## src/rtl/tx_router_pkg.sv

```systemverilog
package tx_router_pkg;
  localparam int NCH_W   = 4;   // count code incl. reserved bit
  localparam int SEL_W   = 3;
  localparam int FIELD_W = SEL_W + 1;
  localparam logic [NCH_W-1:0] NCH_DUAL = 4'd2;

  typedef struct packed {
    logic             en;
    logic [SEL_W-1:0] sel;
  } dac_field_t;
endpackage

```

## src/rtl/tx_word_collector.sv

```systemverilog
module tx_word_collector #(
  parameter int DATA_W  = 16,
  parameter int NUM_SRC = 4
) (
  input  logic                      clk_i,
  input  logic                      rst_ni,
  input  logic                      dual_i,
  input  logic [DATA_W-1:0]         data_i,
  input  logic                      valid_i,
  output logic                      ready_o,
  input  logic                      strobe_i,
  output logic [NUM_SRC*DATA_W-1:0] sample_o,
  output logic                      underrun_o
);
  localparam int IDX_W = $clog2(NUM_SRC);
  localparam int HALF  = NUM_SRC / 2;

  logic [DATA_W-1:0] stage_q  [NUM_SRC];
  logic [DATA_W-1:0] sample_q [NUM_SRC];
  logic [IDX_W-1:0]  idx_q, last_idx;
  logic              full_q, underrun_q, accept, take;

  assign last_idx = dual_i ? IDX_W'(NUM_SRC - 1) : IDX_W'(HALF - 1);
  assign accept   = valid_i && !full_q;
  assign take     = strobe_i && full_q;
  assign ready_o  = !full_q;

  always_ff @(posedge clk_i or negedge rst_ni) begin
    if (!rst_ni) begin
      idx_q  <= '0;
      full_q <= 1'b0;
    end else begin
      if (take) full_q <= 1'b0;
      if (accept) begin
        if (idx_q == last_idx) begin
          idx_q  <= '0;
          full_q <= 1'b1;
        end else begin
          idx_q <= idx_q + 1'b1;
        end
      end
    end
  end

  always_ff @(posedge clk_i or negedge rst_ni) begin
    if (!rst_ni)       underrun_q <= 1'b0;
    else if (strobe_i) underrun_q <= !full_q;
  end
  assign underrun_o = underrun_q;

  for (genvar k = 0; k < NUM_SRC; k++) begin : g_slot
    localparam bit UPPER = (k >= HALF);

    always_ff @(posedge clk_i or negedge rst_ni) begin
      if (!rst_ni)                             stage_q[k] <= '0;
      else if (accept && idx_q == IDX_W'(k))   stage_q[k] <= data_i;
    end

    // upper channel is blanked in single-channel mode
    always_ff @(posedge clk_i or negedge rst_ni) begin
      if (!rst_ni)   sample_q[k] <= '0;
      else if (take) sample_q[k] <= (UPPER && !dual_i) ? '0 : stage_q[k];
    end

    assign sample_o[k*DATA_W +: DATA_W] = sample_q[k];
  end
endmodule

```

## src/rtl/tx_dac_select.sv

```systemverilog
module tx_dac_select
  import tx_router_pkg::*;
#(
  parameter int DATA_W  = 16,
  parameter int NUM_SRC = 4
) (
  input  dac_field_t                field_i,
  input  logic [NUM_SRC*DATA_W-1:0] sample_i,
  output logic [DATA_W-1:0]         data_o,
  output logic                      en_o
);
  localparam int SRC_W = $clog2(NUM_SRC);

  logic             in_range;
  logic [SRC_W-1:0] idx;

  assign in_range = int'(field_i.sel) < NUM_SRC;
  assign idx      = field_i.sel[SRC_W-1:0];
  assign en_o     = field_i.en && in_range;
  assign data_o   = en_o ? sample_i[int'(idx)*DATA_W +: DATA_W] : '0;
endmodule

```

## src/rtl/tx_dac_router.sv

```systemverilog
module tx_dac_router
  import tx_router_pkg::*;
#(
  parameter  int DATA_W  = 16,
  parameter  int NUM_DAC = 4,
  localparam int NUM_CH  = 2,
  localparam int NUM_SRC = 2 * NUM_CH,
  localparam int CFG_W   = NCH_W + FIELD_W * NUM_DAC
) (
  input  logic                      clk_i,
  input  logic                      rst_ni,
  input  logic [CFG_W-1:0]          cfg_i,
  input  logic [DATA_W-1:0]         in_data_i,
  input  logic                      in_valid_i,
  output logic                      in_ready_o,
  input  logic                      strobe_i,
  output logic [NUM_DAC*DATA_W-1:0] dac_data_o,
  output logic [NUM_DAC-1:0]        dac_en_o,
  output logic                      underrun_o
);
  logic                      dual;
  logic [NUM_SRC*DATA_W-1:0] sample_flat;

  assign dual = (cfg_i[NCH_W-1:0] == NCH_DUAL);

  tx_word_collector #(
    .DATA_W (DATA_W),
    .NUM_SRC(NUM_SRC)
  ) u_collector (
    .clk_i     (clk_i),
    .rst_ni    (rst_ni),
    .dual_i    (dual),
    .data_i    (in_data_i),
    .valid_i   (in_valid_i),
    .ready_o   (in_ready_o),
    .strobe_i  (strobe_i),
    .sample_o  (sample_flat),
    .underrun_o(underrun_o)
  );

  for (genvar k = 0; k < NUM_DAC; k++) begin : g_dac
    dac_field_t fld;
    assign fld = dac_field_t'(cfg_i[NCH_W + k*FIELD_W +: FIELD_W]);

    tx_dac_select #(
      .DATA_W (DATA_W),
      .NUM_SRC(NUM_SRC)
    ) u_select (
      .field_i (fld),
      .sample_i(sample_flat),
      .data_o  (dac_data_o[k*DATA_W +: DATA_W]),
      .en_o    (dac_en_o[k])
    );
  end
endmodule

```

## config.mk

```make
export PLATFORM = sky130hd
export DESIGN_NAME = tx_dac_router
export DESIGN_NICKNAME = d
export VERILOG_FILES = /design/src/rtl/tx_router_pkg.sv /design/src/rtl/tx_word_collector.sv /design/src/rtl/tx_dac_select.sv /design/src/rtl/tx_dac_router.sv
export SDC_FILE = /design/constraint.sdc
export NUM_CORES = 1
export LEC_CHECK = 0
export CORE_MARGIN = 2
export CORE_UTILIZATION = 40
export DETAILED_ROUTE_END_ITERATION = 10
export GPL_ROUTABILITY_DRIVEN = 0
export SLEW_MARGIN = 20
export SYNTH_ARGS = -nofsm -noshare
export SYNTH_HDL_FRONTEND = slang
export SYNTH_SLANG_ARGS = --single-unit
```

## constraint.sdc

```tcl
create_clock -name clk_i -period 1.5 [get_ports clk_i]
set_clock_uncertainty 0.2 [all_clocks]
set_input_delay 0.225 -clock clk_i [delete_from_list [all_inputs] [get_ports clk_i]]
set_output_delay 0.225 -clock clk_i [all_outputs]
set_load 0.05 [all_outputs]
```

After elaboration in Yosys (flattened, before gate mapping):

Cells that the tools add are included.

* bits in registers: 132
* latch bits: 0
* bits in writable memories: 0
* ROM bits: 0
* input port bits: 40
* output and inout port bits: 70
* word-level logic and storage cells: 48
* memories: 0

* $add $sub $neg: 1
* multipliers: 0
* divide/modulo/power cells: 0
* $lt $le $gt $ge: 4
* equality and inequality tests: 5
* shift-type cells: 4
* muxes and demuxes: 11
* bitwise operators: 0
* reductions and logical operators: 12

Operators with widths (count)
* 64-bit by 7-bit indexed part select with 16-bit output: 4
* 16-bit 2-to-1 mux: 6
* 3-bit less-than comparator, second input constant: 4
* 1-bit logical AND: 10
* 2-bit == test, second input constant: 2
* 4-bit by 2-bit == test with 1-bit output, second input constant: 1
* 2-bit 2-to-1 mux: 2
* 1-bit 2-to-1 mux: 3
* 2-bit by 1-bit adder with 2-bit output, second input constant: 1
* 2-bit by 1-bit == test with 1-bit output, second input constant: 1
* 2-bit == test: 1
* 2-bit logical NOT: 1
* 1-bit logical NOT: 1

Logic depth before layout (Yosys ltp):

Gate-level depths: netlist of run 1.

* depth in word-level cells: 5
* mapped depth: 5

Hierarchy:

Synthesis of run 1 repeated with hierarchy kept, for this count alone.

* cells, all modules: 598
* area, all modules: 7534.7 sq um

By module, submodules not included
* tx_word_collector: instances 1, cells each 365, area each 5312.6 sq um, sequential area each 3303.2 sq um
* tx_dac_select: instances 4, cells each 58, area each 551.8 sq um, sequential area each 0.0 sq um
* tx_dac_router: instances 1, cells each 1, area each 15.0 sq um, sequential area each 0.0 sq um

Least setup slack after synthesis of run 1:

Ideal clock, no wire load.

* path kind: input-to-output
* start point: input port cfg_i[5]
* end point: output port dac_data_o[10]
* arrival: 1.616 ns
* data required time: 1.075 ns
* setup slack: -0.541 ns
* stages on the path: 4
* buffers on the path: 2
* cells stage by stage: clkbuf_1 > buf_2 > mux4_2 > nor2b_1

* longest elaborated chain between the ends: 3

RTL lines
* start, declared: line tx_dac_router.sv:12 `input logic [CFG_W-1:0] cfg_i,`
* parallel branches: the longest is 2 deep, another holds 64-bit by 7-bit indexed part select with 16-bit output
* 16-bit 2-to-1 mux *: line tx_dac_select.sv:20 `assign data_o = en_o ? sample_i[int'(idx)*DATA_W +: DATA_W] : '0;`
* end, declared: line tx_dac_router.sv:17 `output logic [NUM_DAC*DATA_W-1:0] dac_data_o,`

Every way passes the cells marked *.

Worst setup path in the final report of run 1:

* start point: register u_collector.sample_q, in the netlist u_collector.sample_o[52]
* end point: output port dac_data_o[20]

* longest elaborated chain between the ends: 2

RTL lines
* start, declared: line tx_word_collector.sv:19 `logic [DATA_W-1:0] sample_q [NUM_SRC];`
* start signal, assigned by index: line tx_word_collector.sv:62 `else if (take) sample_q[k] <= (UPPER && !dual_i) ? '0 : stage_q[k];`
* 64-bit by 7-bit indexed part select with 16-bit output: line tx_dac_select.sv:20
* 16-bit 2-to-1 mux: line tx_dac_select.sv:20

No other way between the ends.

==> results of run 1 <==
[routing by layer]
layer / track usage [%] / vias up
met2: 36.4 / 192
li1: - / 2156
met5: 0 / -
met4: 9.32 / 0
met3: 4.40 / 34
met1: 33.8 / 2618
[state kept, by name, indices dropped and copies added, names as in the netlist]
signal	cells
u_collector.full_q	1
u_collector.idx_q	2
u_collector.sample_o	64
u_collector.stage_q	64
u_collector.underrun_o	1
[per-stage QoR]
step	instances	worst slack, ns
finish	905	-0.585
global route	905	-0.613
global placement	824	-0.747
CTS	892	-0.588
detailed placement	824	-0.755
floorplan	458	-0.0633
[cells by family after synthesis]
| kind of cell | count (synthesis) | synth area share [%] |
|---|---|---|
| flip-flops | 132 | 47.4 |
| AO/OA/AOI/OAI | 36 | 4.45 |
| XOR/XNOR | 2 | 0.251 |
| buffers and inverters | 46 | 3.72 |
| multiplexers | 161 | 36.3 |
| AND/OR/NAND/NOR | 77 | 7.14 |
| adder cells (fa/ha/maj) | 4 | 0.718 |
[synth_stat cells (all sizes together)]
master,instances,area (um^2)
mux2,97,1090
o31ai,1,7.51
o22ai,1,6.26
clkbuf,11,41.3
buf,28,191
inv,7,26.3
mux4,64,1440
ha,4,50.1
a21boi,1,7.51
a2bb2oi,1,8.76
nor2,1,20.0
nor2b,65,407
nand2,6,32.5
a22o,32,280
dfrtp,132,3300
or4b,1,13.8
xnor2,2,17.5
nand2b,4,25.0
[timing repair]
| action | CTS | global route |
|---|---|---|
| setup endpoints to repair | 158 | 190 |
| hold endpoints to repair | 132 | 0 |
| gates cloned | 13 | 5 |
| setup buffers | 22 | 9 |
| hold buffers | 1 | 0 |
| gates resized for setup | 194 | 64 |
| pin swaps | 6 | 5 |
[area by class of cell]
class                           count  share of cell area, %
Sequential cell                   132                   29.4
Inverter                            7                  0.384
Timing Repair Buffer              227                   25.2
Tap cell                          225                   2.47
Multi-Input combinational cell    282                   37.0
Clock inverter                     13                   1.59
Clock buffer                       19                   3.97
[critical path: stages (launching register included)]
cell and delay [ns]:
dfrtp_2 0.44, mux4_2 0.51, nor2b_4 0.16, buf_8 0.14
[worst min path at each step]
| stage | end | slack, ns | cells past startpoint |
|---|---|---|---|
| floorplan | u_collector.full_q | -0.27 | 0 |
| global placement | u_collector.stage_q[18] | -0.06 | 1 |
| detailed placement | u_collector.stage_q[18] | -0.05 | 1 |
| CTS | u_collector.stage_q[18] | 0.06 | 2 |
| global route | u_collector.stage_q[18] | 0.07 | 2 |
| finish | u_collector.stage_q[18] | 0.05 | 2 |
[power groups by stage]
stage | clock network [uW] | registers, uW | logic [uW]
finish | 4350 | 6700 | 8530
detailed placement | 0 | 6600 | 6350
CTS | 4410 | 6560 | 7930
global route | 4580 | 6890 | 8920
floorplan | 0 | 5950 | 4730
global placement | 0 | 6440 | 6180
==> results.py, run 1 <==
metrics = {
    "grt": {
        "grt_pass1_vias": 5210,
        "grt_pass1_wl_um": 32000,
        "grtUsageTotal_pct": 23.8,
        "antenna_found_initial": 0,
        "grt_overflow": 0,
        "grt_max_degree": 40,
    },
    "cts": {
        "h-tree-depth": 4,
        "cts_made_buffers": 17,
        "clock_path_buffers": 2,
        "clk_transition_reported_paths_ns": 0.06,
        "clockRootBuffer": "clkbuf_16",
        "worstSkewPairLatency_ns": 0.40,
        "cts_tree": "done",
        "clock_sinks": 132,
    },
    "worst_setup_path": {
        "critPathKind": "reg2out",
        "r2r_start": "u_collector.full_q",
        "cp-start-kind": "register",
        "critical_path_arrival_ns": 1.66,
        "r2r_slack_ns": -0.16,
        "crit_required_ns": 1.07,
        "cp-startpoint": "u_collector.sample_o[52]",
        "critPathMaxFanout": 5,
        "worst_setup_path_end_kind": "primary output",
        "worstReg2RegEnd": "u_collector.sample_o[54]",
        "rr_worst_depth": 7,
        "critPathCapture": "dac_data_o[20]",
    },
    "cells_and_area": {
        "multiInputGateArea_mm2": 0.00423,
        "nNetsFinal": 711,
        "final_common_cell": "dfrtp_1",
        "area_growth_pct": 63.8,
        "finish.utilization_pct": 66.5,
        "layout_common_cells": "86 x dfrtp_1, 73 x buf_6, 65 x mux2_2",
        "seqCellArea_mm2": 0.00336,
        "layout-drive-gt1-share_pct": 76.8,
        "fill_cells": 1174,
        "fin_area_mm2": 0.0114,
        "n_antenna_cell": 0,
    },
    "timing": {
        "worst_pin_slew_ns": 0.335,
        "finalHoldViolCount": 0,
        "relSlewSlack_pct": 77.7,
        "grt_setup_unrepaired": "yes",
        "worst_hold_slack_ns": 0.0519,
        "max_freq_mhz": 480,
        "post-route-min-period_ns": 2.08,
        "maxSlewViolCount": 0,
        "fin_crit_sh_pct": 139,
        "setup_ws_ns": -0.585,
        "finalSetupTns_ns": -48.43,
        "setup_viol": 193,
    },
    "power": {
        "pwr-share-seq_pct": 34.2,
        "p_leak_uw": 0.00499,
        "total_power_uw": 19600,
        "power_density_mw_per_mm2": 1710,
        "switchingPower_uw": 6200,
        "p_sw_share_pct": 31.7,
        "internal-power_uw": 13400,
        "p_comb_share_pct": 43.5,
        "ir_drop_mv": 1.17,
        "pwr-share-clk_pct": 22.2,
    },
    "die": {
        "chipHeight_um": 136,
        "rows": 48,
        "start_util_pct": 40.6,
        "die_w_um": 136,
        "dieArea_mm2": 0.0185,
        "io_pins": 110,
        "core_area_mm2": 0.0172,
    },
    "synthesis": {
        "syn_area_mm2": 0.00697,
        "ys_seq_elements": 132,
        "synth.distinct_cells": 21,
        "syn_nets": 502,
        "synth-seq-area-share_pct": 47.4,
        "synth_cells": 458,
        "avgSynthCellArea_um2": 15.2,
        "ys_warn_count": 0,
    },
    "drt": {
        "wl_met3_um": 1220,
        "drt-total-wl_um": 21900,
        "first_pass_iters": 4,
        "vias": 5000,
        "drt-initial-drc-count": 258,
        "highest_layer": "met4",
        "drc": 0,
        "routedWlPerCell_um": 24.2,
        "wl_met1_um": 9490,
        "ant_nets": 0,
        "via_per_inst": 5.52,
        "dr_wl_met2_um": 10500,
    },
    "placed_design": {
        "io_buffers": 109,
        "dpl.hpwl_um": 13200,
        "placed_area_mm2": 0.00917,
    },
    "hold_path": {
        "hold_class": "in2async",
    },
    "status": {
        "violations": "negative setup slack",
        "outcome": "complete, but fails checks",
    },
    "run": {
        "cap_violations": 0,
    },
}
Power figures use the tool's default switching activity.
==> inputs of run 2 (changes only) <==
--- a/config.mk
+++ b/config.mk
@@ -5,6 +5,8 @@
 export SDC_FILE = /design/constraint.sdc
 export NUM_CORES = 1
 export LEC_CHECK = 0
+export CAP_MARGIN = 20
+export CORE_ASPECT_RATIO = 1.1
 export CORE_MARGIN = 2
 export CORE_UTILIZATION = 40
 export DETAILED_ROUTE_END_ITERATION = 10
==> run 2 against run 1 <==
Effect of this change: the run still ends with negative setup slack left; combinational power grew 4.7%; register-to-register slack lost 0.07 ns; sequential power shrank 5.2%; final area grew 1.2%.
==> results.py, run 2 (synthesis gave the netlist of run 1 again) <==
metrics = {
    "status": {
        "outcome": "complete, but fails checks",
        "violations": "negative setup slack",
    },
    "drt": {
        "drc": 0,
        "routedWlPerCell_um": 23.3,
        "vias": 5088,
        "via_per_inst": 5.44,
        "drt-total-wl_um": 21800,
        "first_pass_iters": 7,
        "ant_nets": 0,
        "drt-initial-drc-count": 294,
    },
    "cts": {
        "cts_made_buffers": 17,
        "clockRootBuffer": "clkbuf_16",
        "clk_transition_reported_paths_ns": 0.06,
        "clock_path_buffers": 2,
        "clock_sinks": 132,
        "h-tree-depth": 4,
        "worstSkewPairLatency_ns": 0.42,
        "cts_tree": "done",
    },
    "timing": {
        "maxSlewViolCount": 0,
        "finalHoldViolCount": 0,
        "max_freq_mhz": 478,
        "post-route-min-period_ns": 2.09,
        "grt_setup_unrepaired": "yes",
        "worst_pin_slew_ns": 0.333,
        "fin_crit_sh_pct": 140,
        "worst_hold_slack_ns": 0.169,
        "finalSetupTns_ns": -56.24,
        "setup_viol": 194,
        "setup_ws_ns": -0.593,
        "relSlewSlack_pct": 77.8,
    },
    "worst_setup_path": {
        "critPathMaxFanout": 5,
        "cp-start-kind": "register",
        "worst_setup_path_end_kind": "primary output",
        "worstReg2RegEnd": "u_collector.stage_q[39]",
        "r2r_start": "u_collector.full_q",
        "rr_worst_depth": 7,
        "r2r_slack_ns": -0.23,
        "critical_path_arrival_ns": 1.67,
        "critPathKind": "reg2out",
        "cp-startpoint": "u_collector.sample_o[3]",
        "crit_required_ns": 1.07,
    },
    "die": {
        "die_w_um": 130,
        "rows": 50,
        "start_util_pct": 41.0,
        "core_area_mm2": 0.0170,
        "io_pins": 110,
        "chipHeight_um": 142,
        "dieArea_mm2": 0.0185,
    },
    "hold_path": {
        "hold_class": "in2async",
    },
    "power": {
        "power_density_mw_per_mm2": 1720,
        "ir_drop_mv": 1.10,
        "pwr-share-seq_pct": 32.0,
        "internal-power_uw": 13700,
        "p_leak_uw": 0.00518,
        "switchingPower_uw": 6110,
        "p_sw_share_pct": 30.8,
        "pwr-share-clk_pct": 22.9,
        "p_comb_share_pct": 45.0,
    },
    "run": {
        "cap_violations": 0,
    },
    "cells_and_area": {
        "layout-drive-gt1-share_pct": 71.1,
        "layout_common_cells": "130 x dfrtp_1, 87 x buf_6, 74 x buf_4",
        "stdcell_count": 936,
        "area_growth_pct": 65.8,
        "nNetsFinal": 733,
        "final_common_cell": "dfrtp_1",
        "n_antenna_cell": 0,
        "fin_area_mm2": 0.0116,
    },
    "grt": {
        "grtUsageTotal_pct": 23.9,
        "grt_pass1_wl_um": 32100,
        "grt_pass1_vias": 5269,
        "grt_overflow": 0,
        "grt_max_degree": 62,
        "antenna_found_initial": 0,
    },
    "placed_design": {
        "dpl.hpwl_um": 12500,
        "placedCellCount": 838,
        "placed_area_mm2": 0.00926,
        "io_buffers": 109,
    },
}
## run 2: changes by cell type in the layout (fill, tap and decap cells not counted), sizes merged
cell,change
bufinv,+1
clkinvlp,+1
nand2,-2
clkdlybuf4s50,+2
inv,+1
clkdlybuf4s15,-1
bufbuf,-6
buf,+31
clkinv,-3
clkbuf,-1
dlygate4sd2,-1
## run 2: worst max-delay path by stage
| stage | endpoint | slack, ns | depth (start not counted) |
|---|---|---|---|
| 6_report | dac_data_o[51] | -0.59 | 3 |
| 5_1_grt | dac_data_o[63] | -0.64 | 3 |
| 4_1_cts | dac_data_o[63] | -0.60 | 3 |
| 3_5_place_dp | dac_data_o[31] | -0.80 | 5 |
| 3_3_place_gp | dac_data_o[26] | -0.80 | 5 |
| 2_1_floorplan | dac_data_o[10] | -0.06 | 4 |
## run 2: layer usage
metal	share of wire (%)	wire, um	vias up	global-route usage [%]
li1	-	-	2201	-
met1	39	8440	2744	28.8
met2	56	12300	116	43.0
met3	3.4	747	27	4.92
met4	1.4	312	0	7.07
met5	0	0	-	0
## run 2: critical path, cell delays in order (launching register included)
cell and delay (ns):
dfrtp_1 0.44, mux4_2 0.51, nor2b_4 0.15, buf_6 0.15
## run 2: final cells by class
class                   count  area (um^2)
well taps                 234          293
inverters                   7         38.8
flip-flops and latches    132         3310
multi-input cells         280         4220
clock inverters            13          205
repair buffers            251         3050
fillers                  1155         5460
clock buffers              19          443
## run 2: timing repair
item	4_1_cts	5_1_grt
setup endpoints to repair	165	195
pin swaps	7	9
cloned	13	4
hold endpoints to repair	132	0
hold buffers	1	0
gates resized for setup	177	57
buffers inserted	31	26
## run 2: power groups by stage
stage	sequential [uW]	clock (uW)	combinational [uW]
3_5_place_dp	6330	0	6460
3_3_place_gp	6220	0	6340
5_1_grt	6580	4790	9370
6_report	6350	4550	8930
4_1_cts	6270	4600	8040
2_1_floorplan	5950	0	4730
## run 2: per-stage QoR
stage | util (%) | power, uW | setup slack, ns
after floorplan | - | 10700 | -0.0633
final | 67.9 | 19800 | -0.593
after CTS | 65.4 | 18900 | -0.600
after global routing | 67.9 | 20700 | -0.636
after detailed placement | 54.4 | 12800 | -0.801
after global placement | 54.4 | 12600 | -0.797
